$ cat src/rtl/ps2snf_pkg.sv
package ps2snf_pkg;

  typedef enum logic [2:0] {
    SNF_IDLE    = 3'd0,
    SNF_H2D     = 3'd1,
    SNF_D2H     = 3'd2,
    SNF_ACK_CLK = 3'd3,
    SNF_ACK_DAT = 3'd4
  } snf_state_t;

  // Index of the line inside the conditioned-line arrays.
  localparam int LINE_CLK = 0;
  localparam int LINE_DAT = 1;
  localparam int NUM_LINES = 2;

endpackage

$ cat src/rtl/ps2snf_line_cond.sv
module ps2snf_line_cond #(
  parameter int SYNC_STAGES = 2,
  parameter int FILT_LEN    = 3
) (
  input  logic clk,
  input  logic rst,
  input  logic line_in,
  output logic lvl,
  output logic rise,
  output logic fall
);
  localparam int CW = $clog2(FILT_LEN + 1);

  logic [SYNC_STAGES-1:0] sync_q;
  logic                   synced;
  logic [CW-1:0]          stab_cnt;
  logic                   filt_q;
  logic                   prev_q;

  // Lines idle high on an open-collector bus.
  always_ff @(posedge clk) begin
    if (rst) sync_q <= '1;
    else     sync_q <= {sync_q[SYNC_STAGES-2:0], line_in};
  end
  assign synced = sync_q[SYNC_STAGES-1];

  // The filtered level follows only after FILT_LEN agreeing samples.
  always_ff @(posedge clk) begin
    if (rst) begin
      stab_cnt <= '0;
      filt_q   <= 1'b1;
      prev_q   <= 1'b1;
    end else begin
      prev_q <= filt_q;
      if (synced == filt_q) begin
        stab_cnt <= '0;
      end else if (stab_cnt == CW'(FILT_LEN - 1)) begin
        stab_cnt <= '0;
        filt_q   <= synced;
      end else begin
        stab_cnt <= stab_cnt + 1'b1;
      end
    end
  end

  assign lvl  = filt_q;
  assign rise = filt_q & ~prev_q;
  assign fall = ~filt_q & prev_q;

endmodule

$ cat src/rtl/ps2snf_idle_timer.sv
module ps2snf_idle_timer #(
  parameter int LIMIT = 1000
) (
  input  logic clk,
  input  logic rst,
  input  logic clk_lvl,
  input  logic clk_edge,
  output logic expired
);
  localparam int CW = $clog2(LIMIT + 1);

  logic [CW-1:0] cnt;

  always_ff @(posedge clk) begin
    if (rst || !clk_lvl || clk_edge) cnt <= '0;
    else if (cnt != CW'(LIMIT))       cnt <= cnt + 1'b1;
  end

  assign expired = (cnt == CW'(LIMIT));

endmodule

$ cat src/rtl/ps2snf_frame.sv
module ps2snf_frame
  import ps2snf_pkg::*;
#(
  parameter int DATA_W = 8
) (
  input  logic              clk,
  input  logic              rst,
  input  logic              c_rise,
  input  logic              c_fall,
  input  logic              d_rise,
  input  logic              d_fall,
  input  logic              d_lvl,
  input  logic              cfg_h2d_fall,
  input  logic              cfg_d2h_rise,
  input  logic              expired,
  output logic              valid,
  output logic [DATA_W-1:0] data,
  output logic              dir,
  output logic              parity_err,
  output logic              frame_err,
  output logic              ack_seen,
  output logic [2:0]        state_o,
  output logic [$clog2(DATA_W+3)-1:0] bit_cnt_o
);
  localparam int LAST  = DATA_W + 2;          // index of the stop bit
  localparam int SH_W  = DATA_W + 2;          // data, parity, stop
  localparam int CNT_W = $clog2(LAST + 1);

  snf_state_t        state;
  logic [CNT_W-1:0]  cnt;
  logic [SH_W-1:0]   shreg;
  logic [SH_W-1:0]   shifted;
  logic              smp;

  assign shifted = {d_lvl, shreg[SH_W-1:1]};

  always_comb begin
    if (state == SNF_H2D) smp = cfg_h2d_fall ? c_fall : c_rise;
    else                  smp = cfg_d2h_rise ? c_rise : c_fall;
  end

  always_ff @(posedge clk) begin
    if (rst) begin
      state      <= SNF_IDLE;
      cnt        <= '0;
      shreg      <= '0;
      valid      <= 1'b0;
      data       <= '0;
      dir        <= 1'b0;
      parity_err <= 1'b0;
      frame_err  <= 1'b0;
      ack_seen   <= 1'b0;
    end else begin
      valid    <= 1'b0;
      ack_seen <= 1'b0;
      if (expired && state != SNF_IDLE) begin
        state <= SNF_IDLE;
        cnt   <= '0;
      end else begin
        case (state)
          SNF_IDLE: begin
            if (c_fall) begin
              cnt <= '0;
              if (d_rise || d_fall) begin
                state <= SNF_H2D;
              end else if (cfg_d2h_rise) begin
                state <= SNF_D2H;
              end else if (!d_lvl) begin
                state <= SNF_D2H;
                cnt   <= CNT_W'(1);
              end
            end
          end
          SNF_H2D, SNF_D2H: begin
            if (smp) begin
              if (cnt == '0) begin
                if (d_lvl) state <= SNF_IDLE;
                else       cnt   <= CNT_W'(1);
              end else begin
                shreg <= shifted;
                if (cnt == CNT_W'(LAST)) begin
                  valid      <= 1'b1;
                  data       <= shifted[DATA_W-1:0];
                  parity_err <= ~(^shifted[DATA_W:0]);
                  frame_err  <= ~d_lvl;
                  dir        <= (state == SNF_H2D);
                  cnt        <= '0;
                  state      <= (state == SNF_H2D) ? SNF_ACK_CLK : SNF_IDLE;
                end else begin
                  cnt <= cnt + 1'b1;
                end
              end
            end
          end
          SNF_ACK_CLK: if (c_rise) state <= SNF_ACK_DAT;
          SNF_ACK_DAT: begin
            if (d_rise) begin
              ack_seen <= 1'b1;
              state    <= SNF_IDLE;
            end
          end
          default: state <= SNF_IDLE;
        endcase
      end
    end
  end

  assign state_o   = state;
  assign bit_cnt_o = cnt;

endmodule

$ cat src/rtl/ps2_bus_sniffer.sv
module ps2_bus_sniffer
  import ps2snf_pkg::*;
#(
  parameter int DATA_W      = 8,
  parameter int SYNC_STAGES = 2,
  parameter int FILT_LEN    = 3,
  parameter int IDLE_LIMIT  = 1000
) (
  input  logic              clk,
  input  logic              rst,
  input  logic              ps2_clk_in,
  input  logic              ps2_dat_in,
  input  logic              cfg_h2d_fall,
  input  logic              cfg_d2h_rise,
  output logic              valid,
  output logic [DATA_W-1:0] data,
  output logic              dir,
  output logic              parity_err,
  output logic              frame_err,
  output logic              ack_seen
);
  localparam int CNT_W = $clog2(DATA_W + 3);

  logic [NUM_LINES-1:0] raw_in;
  logic [NUM_LINES-1:0] lvl;
  logic [NUM_LINES-1:0] rise;
  logic [NUM_LINES-1:0] fall;
  logic                 expired;
  logic [2:0]           fsm_state;
  logic [CNT_W-1:0]     bit_cnt;

  assign raw_in[LINE_CLK] = ps2_clk_in;
  assign raw_in[LINE_DAT] = ps2_dat_in;

  for (genvar g = 0; g < NUM_LINES; g++) begin : g_line
    ps2snf_line_cond #(
      .SYNC_STAGES (SYNC_STAGES),
      .FILT_LEN    (FILT_LEN)
    ) u_cond (
      .clk     (clk),
      .rst     (rst),
      .line_in (raw_in[g]),
      .lvl     (lvl[g]),
      .rise    (rise[g]),
      .fall    (fall[g])
    );
  end

  ps2snf_idle_timer #(.LIMIT(IDLE_LIMIT)) u_timer (
    .clk      (clk),
    .rst      (rst),
    .clk_lvl  (lvl[LINE_CLK]),
    .clk_edge (rise[LINE_CLK] | fall[LINE_CLK]),
    .expired  (expired)
  );

  ps2snf_frame #(.DATA_W(DATA_W)) u_frame (
    .clk          (clk),
    .rst          (rst),
    .c_rise       (rise[LINE_CLK]),
    .c_fall       (fall[LINE_CLK]),
    .d_rise       (rise[LINE_DAT]),
    .d_fall       (fall[LINE_DAT]),
    .d_lvl        (lvl[LINE_DAT]),
    .cfg_h2d_fall (cfg_h2d_fall),
    .cfg_d2h_rise (cfg_d2h_rise),
    .expired      (expired),
    .valid        (valid),
    .data         (data),
    .dir          (dir),
    .parity_err   (parity_err),
    .frame_err    (frame_err),
    .ack_seen     (ack_seen),
    .state_o      (fsm_state),
    .bit_cnt_o    (bit_cnt)
  );

endmodule

$ cat config.mk
export PLATFORM = sky130hd
export DESIGN_NAME = ps2_bus_sniffer
export DESIGN_NICKNAME = d
export VERILOG_FILES = /design/src/rtl/ps2snf_pkg.sv /design/src/rtl/ps2snf_line_cond.sv /design/src/rtl/ps2snf_idle_timer.sv /design/src/rtl/ps2snf_frame.sv /design/src/rtl/ps2_bus_sniffer.sv
export SDC_FILE = /design/constraint.sdc
export NUM_CORES = 1
export LEC_CHECK = 0
export BUFFER_PORTS_ARGS = -buffer_cell sky130_fd_sc_hd__buf_2
export CAP_MARGIN = 20
export CORE_ASPECT_RATIO = 0.6
export CORE_UTILIZATION = 60
export DETAILED_ROUTE_END_ITERATION = 8
export PLACE_DENSITY = 0.9
export RECOVER_POWER = 50
export SETUP_SLACK_MARGIN = 0.15
export SLEW_MARGIN = 10
export SYNTH_ARGS = -nofsm -noshare
export SYNTH_HDL_FRONTEND = slang
export SYNTH_SLANG_ARGS = --single-unit
$ cat constraint.sdc
create_clock -name clk -period 5.8 [get_ports clk]
set_input_delay 1.16 -clock clk [delete_from_list [all_inputs] [get_ports clk]]
set_output_delay 1.16 -clock clk [all_outputs]
set_load 0.03 [all_outputs]
======== Word-level counts from Yosys, hierarchy flattened ========
Index checks and enable logic that the tools add are counted.
cells by class
  multiplexer cells ....................... 26
  reductions and logical operators ........ 22
  add/subtract/negate cells ............... 4
  div/mod/pow operators ................... 0
  shift-type cells ........................ 0
  bitwise gates (word level) .............. 17
  $lt $le $gt $ge ......................... 0
  equality and inequality tests ........... 19
  $mul .................................... 0
operator list
  cell                     count
  $mux W3                  10
  $mux W4                  7
  $not A1 Y1               12
  $pmux W3 S4              1
  $add A10 B1 Y10 const B  1
  $eq A10 B10 Y1 const B   1
  $ne A10 B10 Y1 const B   1
  $reduce_or A3 Y1         3
  $reduce_xor A9 Y1        1
  $ne A2 B1 Y1 const B     4
  $pmux W4 S2              1
  $reduce_and A4 Y1        2
  $reduce_and A7 Y1        1
  $eq A3 B2 Y1 const B     2
  $mux W1                  6
  $ne A3 B3 Y1 const B     2
  $reduce_and A5 Y1        1
  $reduce_or A5 Y1         1
  $add A2 B1 Y2 const B    2
  $add A4 B1 Y4 const B    1
  $and A1 B1 Y1            4
  $eq A2 B2 Y1 const B     2
  $eq A4 B4 Y1 const B     1
  $logic_not A4 Y1         1
  other kinds (15)         20
storage, ports and cells
  bits in writable memories ............... 0
  output and inout bits ................... 13
  ROM bits ................................ 0
  latch bits .............................. 0
  input bits .............................. 6
  logic and storage cells ................. 106
  flip-flop bits (word level) ............. 52
  memories ................................ 0

======== Logic depth before layout (Yosys ltp) ========
Gate-level depths: netlist of the first run.
  depth in word-level cells ............... 6
  mapped depth ............................ 8
  depth with buffers taken out ............ 7

======== By module ========
Synthesis of the first run repeated with hierarchy kept, for this count alone.
second synthesis, totals
  cell total of the unflattened synthesis .. 262
  area total of the unflattened synthesis .. 2,429.8 sq um
modules (own cells, without submodules)
  module             sequential area each (sq um)  area an instance (sq um)  times used  cells an instance
  ps2snf_frame       580.6                         1,508.9                   1           168
  ps2snf_idle_timer  200.2                         504.2                     1           57
  ps2snf_line_cond   120.1                         205.2                     2           18
  ps2_bus_sniffer    0.0                           6.3                       1           1

======== Least setup slack after synthesis of the first run ========
No wires, ideal clock.
  kind .................................... input -> register
  from .................................... input port cfg_h2d_fall
  to ...................................... register u_frame.state[0], in the netlist u_frame.state_o[0]
  stages on the path ...................... 5
  library setup time ...................... 125 ps
  arrival ................................. 1,990 ps
  path slack .............................. 3,685 ps
  data required time ...................... 5,675 ps
  buffers on the path ..................... 0
  cells stage by stage .................... nor4b_1 -> a31oi_2 -> a21oi_1 -> o21ai_0 -> nor3b_1
on the way
  longest elaborated chain between the ends .. 4
ends and longest elaborated chain
  element                             line                   RTL
  start, declared                     ps2_bus_sniffer.sv:13  input logic cfg_h2d_fall,
  $mux W1 (2 in series)               ps2snf_frame.sv:38     if (state == SNF_H2D) smp = cfg_h2d_fall ? c_fall : c_rise;
  $ne A2 B1 Y1 (no source line)       n/a
  $reduce_and A7 Y1 (no source line)  n/a
  end signal, assigned                ps2snf_frame.sv:88     state <= (state == SNF_H2D) ? SNF_ACK_CLK : SNF_IDLE;
  end, declared                       ps2snf_frame.sv:29     snf_state_t state;
No other way between the ends.
A chain may end at the register's enable or synchronous reset.

======== Final worst setup path of the first run ========
  from .................................... input port rst
  to ...................................... register u_timer.cnt[9]
on the way
  longest elaborated chain between the ends .. 2
ends and longest elaborated chain
  element                           line                     RTL
  start, declared                   ps2_bus_sniffer.sv:10    input logic rst,
  $logic_or A1 B1 Y1 (2 in series)  ps2snf_idle_timer.sv:15  if (rst || !clk_lvl || clk_edge) cnt <= '0;
  end signal, assigned              ps2snf_idle_timer.sv:16  else if (cnt != CW'(LIMIT)) cnt <= cnt + 1'b1;
  end, declared                     ps2snf_idle_timer.sv:12  logic [CW-1:0] cnt;
No other way between the ends.

==> results of run 1 <==
==> routing by layer <==
metal / GRT usage (%) / routed length [um] / vias to the layer above / part of all wire (%)
li1: - / - / 918 / -
met4: 5.93 / 14 / 0 / 0.32
met5: 0 / 0 / - / 0
met2: 32.7 / 1840 / 45 / 43
met1: 29.9 / 2250 / 855 / 52
met3: 5.33 / 219 / 2 / 5.1
==> registers in the layout, indices dropped and copies added (netlist names) <==
signal and cells:
u_timer.cnt 10, u_frame.shreg 9, u_frame.data 8, g_line.u_cond.stab_cnt 4, g_line.u_cond.sync_q 4, u_frame.bit_cnt_o 4, u_frame.state_o 3, g_line.u_cond.lvl 2
g_line.u_cond.prev_q 2, u_frame.ack_seen 1, u_frame.dir 1, u_frame.frame_err 1, u_frame.parity_err 1, u_frame.valid 1
==> through the flow <==
stage | util [%] | power [mW] | hold WS [ps] | instance area [um2]
2_1_floorplan | - | 0.381 | 389 | 2410
3_3_place_gp | 66.8 | 0.387 | 392 | 2500
3_5_place_dp | 66.8 | 0.387 | 405 | 2500
4_1_cts | 69.8 | 0.630 | 421 | 2610
5_1_grt | 69.2 | 0.649 | 428 | 2590
6_report | 69.2 | 0.626 | 418 | 2590
==> power by group through the flow <==
stage / registers [mW] / logic (mW) / clock network [mW]
after global routing: 0.358 / 0.0253 / 0.266
after CTS: 0.357 / 0.0224 / 0.250
after detailed placement: 0.365 / 0.0222 / 0
final: 0.357 / 0.0223 / 0.247
after global placement: 0.365 / 0.0217 / 0
after floorplan: 0.364 / 0.0169 / 0
==> kinds of logic (layout without fill, tap and decap cells) <==
family / Yosys count / in the layout
AOI/OAI and AO/OA: 30 / 30
xor gates and xnor gates: 16 / 16
adders and majority gates: 10 / 10
buffers and inverters: 24 / 41
DFF: 51 / 51
muxes: 25 / 25
and+or+nand+nor: 104 / 104
==> layout by cell type, fill, tap and decap left out, types with 2 or more instances in the layout <==
master,synthesis,final
ha_1,10,10
dfxtp_1,51,51
nor3_1,7,7
nor2_1,37,37
or2_2,4,4
o21ai_0,4,4
nand2_1,18,18
o22ai_1,2,2
clkbuf_1,4,14
clkbuf_8,0,5
xor2_1,7,7
a21oi_1,10,10
o211ai_1,2,2
or3_1,7,7
a211oi_1,2,2
nand3b_1,5,5
mux2i_1,24,24
nand3_1,8,9
xnor2_1,8,8
nand4_1,3,3
buf_2,1,4
nand2b_1,2,2
a31oi_2,2,2
nor2b_1,2,2
inv_1,15,15
nor3b_1,4,4
==> synth_stat cells (2+ instances only) <==
library cell,count
a21oi_1,10
xor2_1,7
o21ai_0,4
xnor2_1,8
nor2b_1,2
o211ai_1,2
or2_2,4
nand3_1,8
buf_4,2
nand4_1,3
nand3b_1,5
o22ai_1,2
dfxtp_1,51
nor3b_1,4
a211oi_1,2
ha_1,10
nor2_1,37
buf_6,2
mux2i_1,24
nor3_1,7
nand2_1,18
a31oi_2,2
nand2b_1,2
or3_1,7
clkbuf_1,4
inv_1,15
==> worst max-delay path, stage by stage <==
cell      delay (ps)
clkbuf_1         810
inv_1            320
nand3_1          400
nor2_1            90
==> area by class of cell <==
class,count,area [um2]
repair buffers,18,72.6
multi-input cells,185,1270
inverters,15,56.3
fillers,313,1150
clock inverters,3,43.8
clock buffers,5,68.8
flip-flops and latches,51,1020
well taps,47,58.8
==> worst paths after layout <==
| check | slack [ps] | to | startpoint | cells after the start |
|---|---|---|---|---|
| worst max-delay path | 3180 | u_timer.cnt[9] | rst | 4 |
| worst min-delay path | 420 | g_line[1].u_cond.stab_cnt[0] | g_line[1].u_cond.stab_cnt[0] | 1 |
| worst max register to register | 3370 | u_frame.frame_err | u_frame.state_o[0] | 5 |
| worst min register to register | 420 | g_line[1].u_cond.stab_cnt[0] | g_line[1].u_cond.stab_cnt[0] | 1 |
==> results.md, run 1 <==
* Worst Setup Slack, final at 3180 ps
* First-pass GRT wire length at 7.18 mm
* Clk root buf: clkbuf_8
* Minimum clock period after layout at 2620 ps
* Worst Path Required at 5980 ps
* Critical path startpoint category: primary input
* Initial core utilization at 64.3%
* Number of global-route vias before repair at 1569
* Post_cts resized at 0
* DR vias at 1820
* Count of cell types in the netlist at 44
* Worst-path maximum fanout at 28
* WS Path Type: in -> reg
* Post-Syn Area at 2410 um2
* Pwr/cell area at 242 nW/um2
* Max clock buf depth at 2
* Worst-path clk slew at 90 ps
* Hold buffers post-CTS at 0
* Sink Count at 51
* Hold Path Class: reg -> reg
* Top cell type's share of synthesized area at 42.4%
* Post-route DRC at 0
* Post-Synth Adder-Cell Area at 5.19%
* CTS tree: built
* Run status: completed
* # diodes at 0
* Fin crit share at 45.1%
* Clk Latency, worst-skew pair at 300 ps
* Sw power at 0.135 mW
* CTS buffer count at 5
* Drt first pass iters at 4
* Area growth syn-to-layout at 7.53%
* Reg power frac at 57.0%
* EDFF count, synth at 0
* Crit end category: flip-flop
* Yosys top cell by area: dfxtp_1
* Mean Syn Cell Area at 9.26 um2
* Worst-Margin Slew at 1130 ps
* Area fraction in and, or, nand and nor cells after synthesis at 21.7%
* Detailed-route wire length per cell at 13.4 um
* Synth Register Bits at 51
* Synth Area in Compound Gates at 9.04%
* Hpwl dp at 3.05 mm
* Largest net degree at the start of global routing at 29
* Slew Limit Fails at 0
* Yosys warnings at 0
* Ys flop type: dfxtp_1
* Core area at 3740 um2
* XOR/XNOR Fraction of Synth Area at 6.39%
* Leakage at 1.13 nW
* Peak VDD IR at 0.177 mV
* Clock power frac at 39.4%
* Setup Fix Bufs, Post-CTS at 0
* Sequential element share of the synthesized area at 42.4%
* Row count at 17
* Max Fclk at 382 MHz
* Synth area leaders: dfxtp_1 42%, mux2i_1 10%, nor2_1 5.8%
* WL final at 4.33 mm
* RSZ-0062 raised after global routing: false
* Net count, final at 292
* Placed Cells at 316
* Iter 0 DRT Violations at 131
* Mux contribution to synthesized area at 10.6%
* Max_slew headroom at 24.7%
* Crit path DAT at 2800 ps
* Port Buffer Count at 18
* Die height at 51.1 um
* Largest family of logic cells by synthesized area: simple AND/OR/NAND/NOR gates
* Pre-CTS WS at 3200 ps
* Clk_skew at 5.45 ps
* Grt ovf at 0
* Net Count, Synth at 276
* Fin. Hold Viols at 0
* Final TNS setup at 0 ps
* Initial antenna violation count at 0
* Htree depth at 2
* Gpl congestion at 0.892
* Net Sw Frac at 21.6%
* Routed Antenna Nets at 0
* Post-synth ARST share at 0%
* Avg Vias per Cell at 5.62
* Comb pwr share at 3.6%
* Die Width at 83.8 um
* Max Cap Viol at 0
* # setup viols final at 0
* Share of cells above drive strength 1 at 8.30%
* IO Pins at 19
* Post-Syn Instances at 260
* Layout Cells excl Fill at 324
* Global Route Usage Sum at 21.3%
* Internal at 0.491 mW
* Die area at 4280 um2
Power figures use the tool's default switching activity.
==> run 2, diff against run 1 <==
--- a/config.mk
+++ b/config.mk
@@ -8,9 +8,9 @@
 export BUFFER_PORTS_ARGS = -buffer_cell sky130_fd_sc_hd__buf_2
 export CAP_MARGIN = 20
 export CORE_ASPECT_RATIO = 0.6
-export CORE_UTILIZATION = 60
+export CORE_UTILIZATION = 59
 export DETAILED_ROUTE_END_ITERATION = 8
-export PLACE_DENSITY = 0.9
+export PLACE_DENSITY = 0.89
 export RECOVER_POWER = 50
 export SETUP_SLACK_MARGIN = 0.15
 export SLEW_MARGIN = 10
==> constraint.sdc (replaced) <==
create_clock -name clk -period 2.55 [get_ports clk]
set_input_delay 0.51 -clock clk [delete_from_list [all_inputs] [get_ports clk]]
set_output_delay 0.51 -clock clk [all_outputs]
set_load 0.03 [all_outputs]
==> run 2 against run 1 <==
Highest routed layer unchanged. Final cell count is the same. Critical path depth grew 1. Utilization is 0.51 points lower. The flow now finishes with violations (design-rule violations). Non-clock buffer count unchanged. Die area up 1.6%. Global-route usage grew 2.0 points. Clock-buffer cell count is the same. Largest cell class unchanged. Largest power group unchanged. Wire length up 5.8%.
==> results.md, run 2 (synthesis results as in run 1) <==
* Routed Antenna Nets at 0
* Share of cells above drive strength 1 at 9.03%
* Detailed-route wire length per cell at 14.1 um
* Htree depth at 2
* Largest net degree at the start of global routing at 29
* Avg Vias per Cell at 5.84
* Hold Path Stages at 2
* Hold buffers post-CTS at 0
* Net Sw Frac at 21.7%
* RSZ-0062 raised after global routing: false
* Row count at 17
* Crit path DAT at 2370 ps
* Max Cap Viol at 0
* Worst Path Required at 2700 ps
* R2r setup slk at 330 ps
* Area growth syn-to-layout at 7.95%
* Max Fclk at 451 MHz
* Initial antenna violation count at 0
* Placed Cells at 316
* Largest regs: u_timer.cnt: 10 flops, u_frame.shreg: 9 flops, u_frame.data: 8 flops
* Worst path max stage delay at 560 ps
* WHS Endpoint: g_line[0].u_cond.sync_q[0]
* Clock power frac at 39.3%
* Slowest cell on the critical path: dfxtp_1
* Critical path startpoint category: flip-flop
* Sink Count at 51
* Gpl congestion at 0.886
* Worst r2r path cells at 5
* Initial core utilization at 63.6%
* Net count, final at 292
* Clk Latency, worst-skew pair at 310 ps
* Max clock buf depth at 2
* Clk_skew at 3.00 ps
* Internal at 1.12 mW
* Reg power frac at 57.0%
* Clk root buf: clkbuf_8
* Most flops, register: u_timer.cnt
* # diodes at 0
* Minimum clock period after layout at 2220 ps
* WS Path Type: reg -> reg
* R2r startpoint: u_frame.state_o[0]
* Power, Total at 1.43 mW
* IO Pins at 19
* Slew Limit Fails at 0
* Hold Path Class: in -> reg
* Number of global-route vias before repair at 1675
* Sw power at 0.309 mW
* CTS tree: built
* Min-Delay Startpoint: ps2_clk_in
* CTS buffer count at 5
* Grt ovf at 0
* Global Route Usage Sum at 23.3%
* Max_slew headroom at 24.9%
* Fin crit share at 87.0%
* DR vias at 1892
* Peak VDD IR at 0.434 mV
* Comb pwr share at 3.7%
* Failing checks: design-rule violations
* R2R Path End: u_frame.data[3]
* CP Cell Sequence: nor3b_1, mux2i_1, nand3_2, mux2i_1, nor2_1
* Die area at 4350 um2
* Leakage at 1.13 nW
* Post-route DRC at 2
* Final TNS setup at 0 ps
* Die height at 51.5 um
* Worst-path maximum fanout at 12
* Most frequent cells in the layout: 51 x dfxtp_1, 37 x nor2_1, 24 x mux2i_1
* Drt first pass iters at 7
* Hpwl dp at 3.25 mm
* Layout Cells excl Fill at 324
* Critical Path Most Common Cell: mux2i_1
* Pwr/cell area at 548 nW/um2
* WL final at 4.58 mm
* Most common cell after layout, fill and taps aside: dfxtp_1
* First-pass GRT wire length at 7.75 mm
* Core area at 3790 um2
* Post-layout util at 68.7%
* Crit end category: flip-flop
* Worst-path clk slew at 90 ps
* Iter 0 DRT Violations at 144
* Max reg flops at 10
* Port Buffer Count at 18
* Worst-Margin Slew at 1130 ps
* # setup viols final at 0
* Run status: complete, but fails checks
* Fin. Hold Viols at 0
* Die Width at 84.5 um
==> run 2: cell types whose count changed in the layout (fill, tap and decap cells not counted) <==
cell	delta
nand3_2	+2
nand3_1	-2
==> run 2: final cells by class <==
cell class                      count  area, um2
Clock inverter                      3       43.8
Multi-Input combinational cell    185       1280
Tap cell                           47       58.8
Inverter                           15       56.3
Fill cell                         303       1190
Clock buffer                        5       68.8
Timing Repair Buffer               18       72.6
Sequential cell                    51       1020
==> run 2: metal layers <==
metal  wire length (um)  vias up  track usage [%]
met4                 51        0             7.34
met5                  0        -                0
met2               2080       85             37.5
li1                   -      923                -
met3                312       11             6.03
met1               2140      873             31.2
==> run 2: critical path: cells and delay by family (launching register included) <==
family        cells  cell delay (ps)
flops             1              560
mux               2              620
simple gates      3              870
==> run 2: timing repair <==
| action | 4_1_cts | 5_1_grt |
|---|---|---|
| endpoints found under the setup margin | 0 | 7 |
| gates resized for setup | 0 | 1 |
| buffers inserted | 0 | 0 |
==> run 2: how the worst max path moves through the flow <==
| stage | from | slack (ps) | end | depth (start not counted) |
|---|---|---|---|---|
| finish | u_frame.state_o[0] | 330 | u_frame.data[3] | 5 |
| global route | u_frame.state_o[0] | 100 | u_frame.data[5] | 5 |
| CTS | u_frame.state_o[0] | 310 | u_frame.shreg[1] | 5 |
| detailed placement | u_frame.state_o[2] | 360 | u_frame.shreg[1] | 5 |
| global placement | u_frame.state_o[0] | 450 | u_frame.shreg[3] | 5 |
| floorplan | u_frame.bit_cnt_o[0] | 690 | u_frame.bit_cnt_o[3] | 7 |
==> run 2: metrics by stage <==
| stage | worst slack, ps | instance area, um2 | hold WS [ps] |
|---|---|---|---|
| 2_1_floorplan | 688 | 2410 | 389 |
| 3_3_place_gp | 454 | 2500 | 391 |
| 3_5_place_dp | 363 | 2500 | 402 |
| 4_1_cts | 310 | 2610 | 367 |
| 5_1_grt | 98.7 | 2600 | 359 |
| 6_report | 332 | 2600 | 376 |
==> run 2: power groups by stage <==
stage          logic [mW]  registers [mW]  clock network, mW
6_report           0.0527           0.812              0.560
5_1_grt            0.0590           0.814              0.610
4_1_cts            0.0530           0.812              0.572
3_5_place_dp       0.0524           0.831                  0
3_3_place_gp       0.0503           0.830                  0
2_1_floorplan      0.0384           0.829                  0
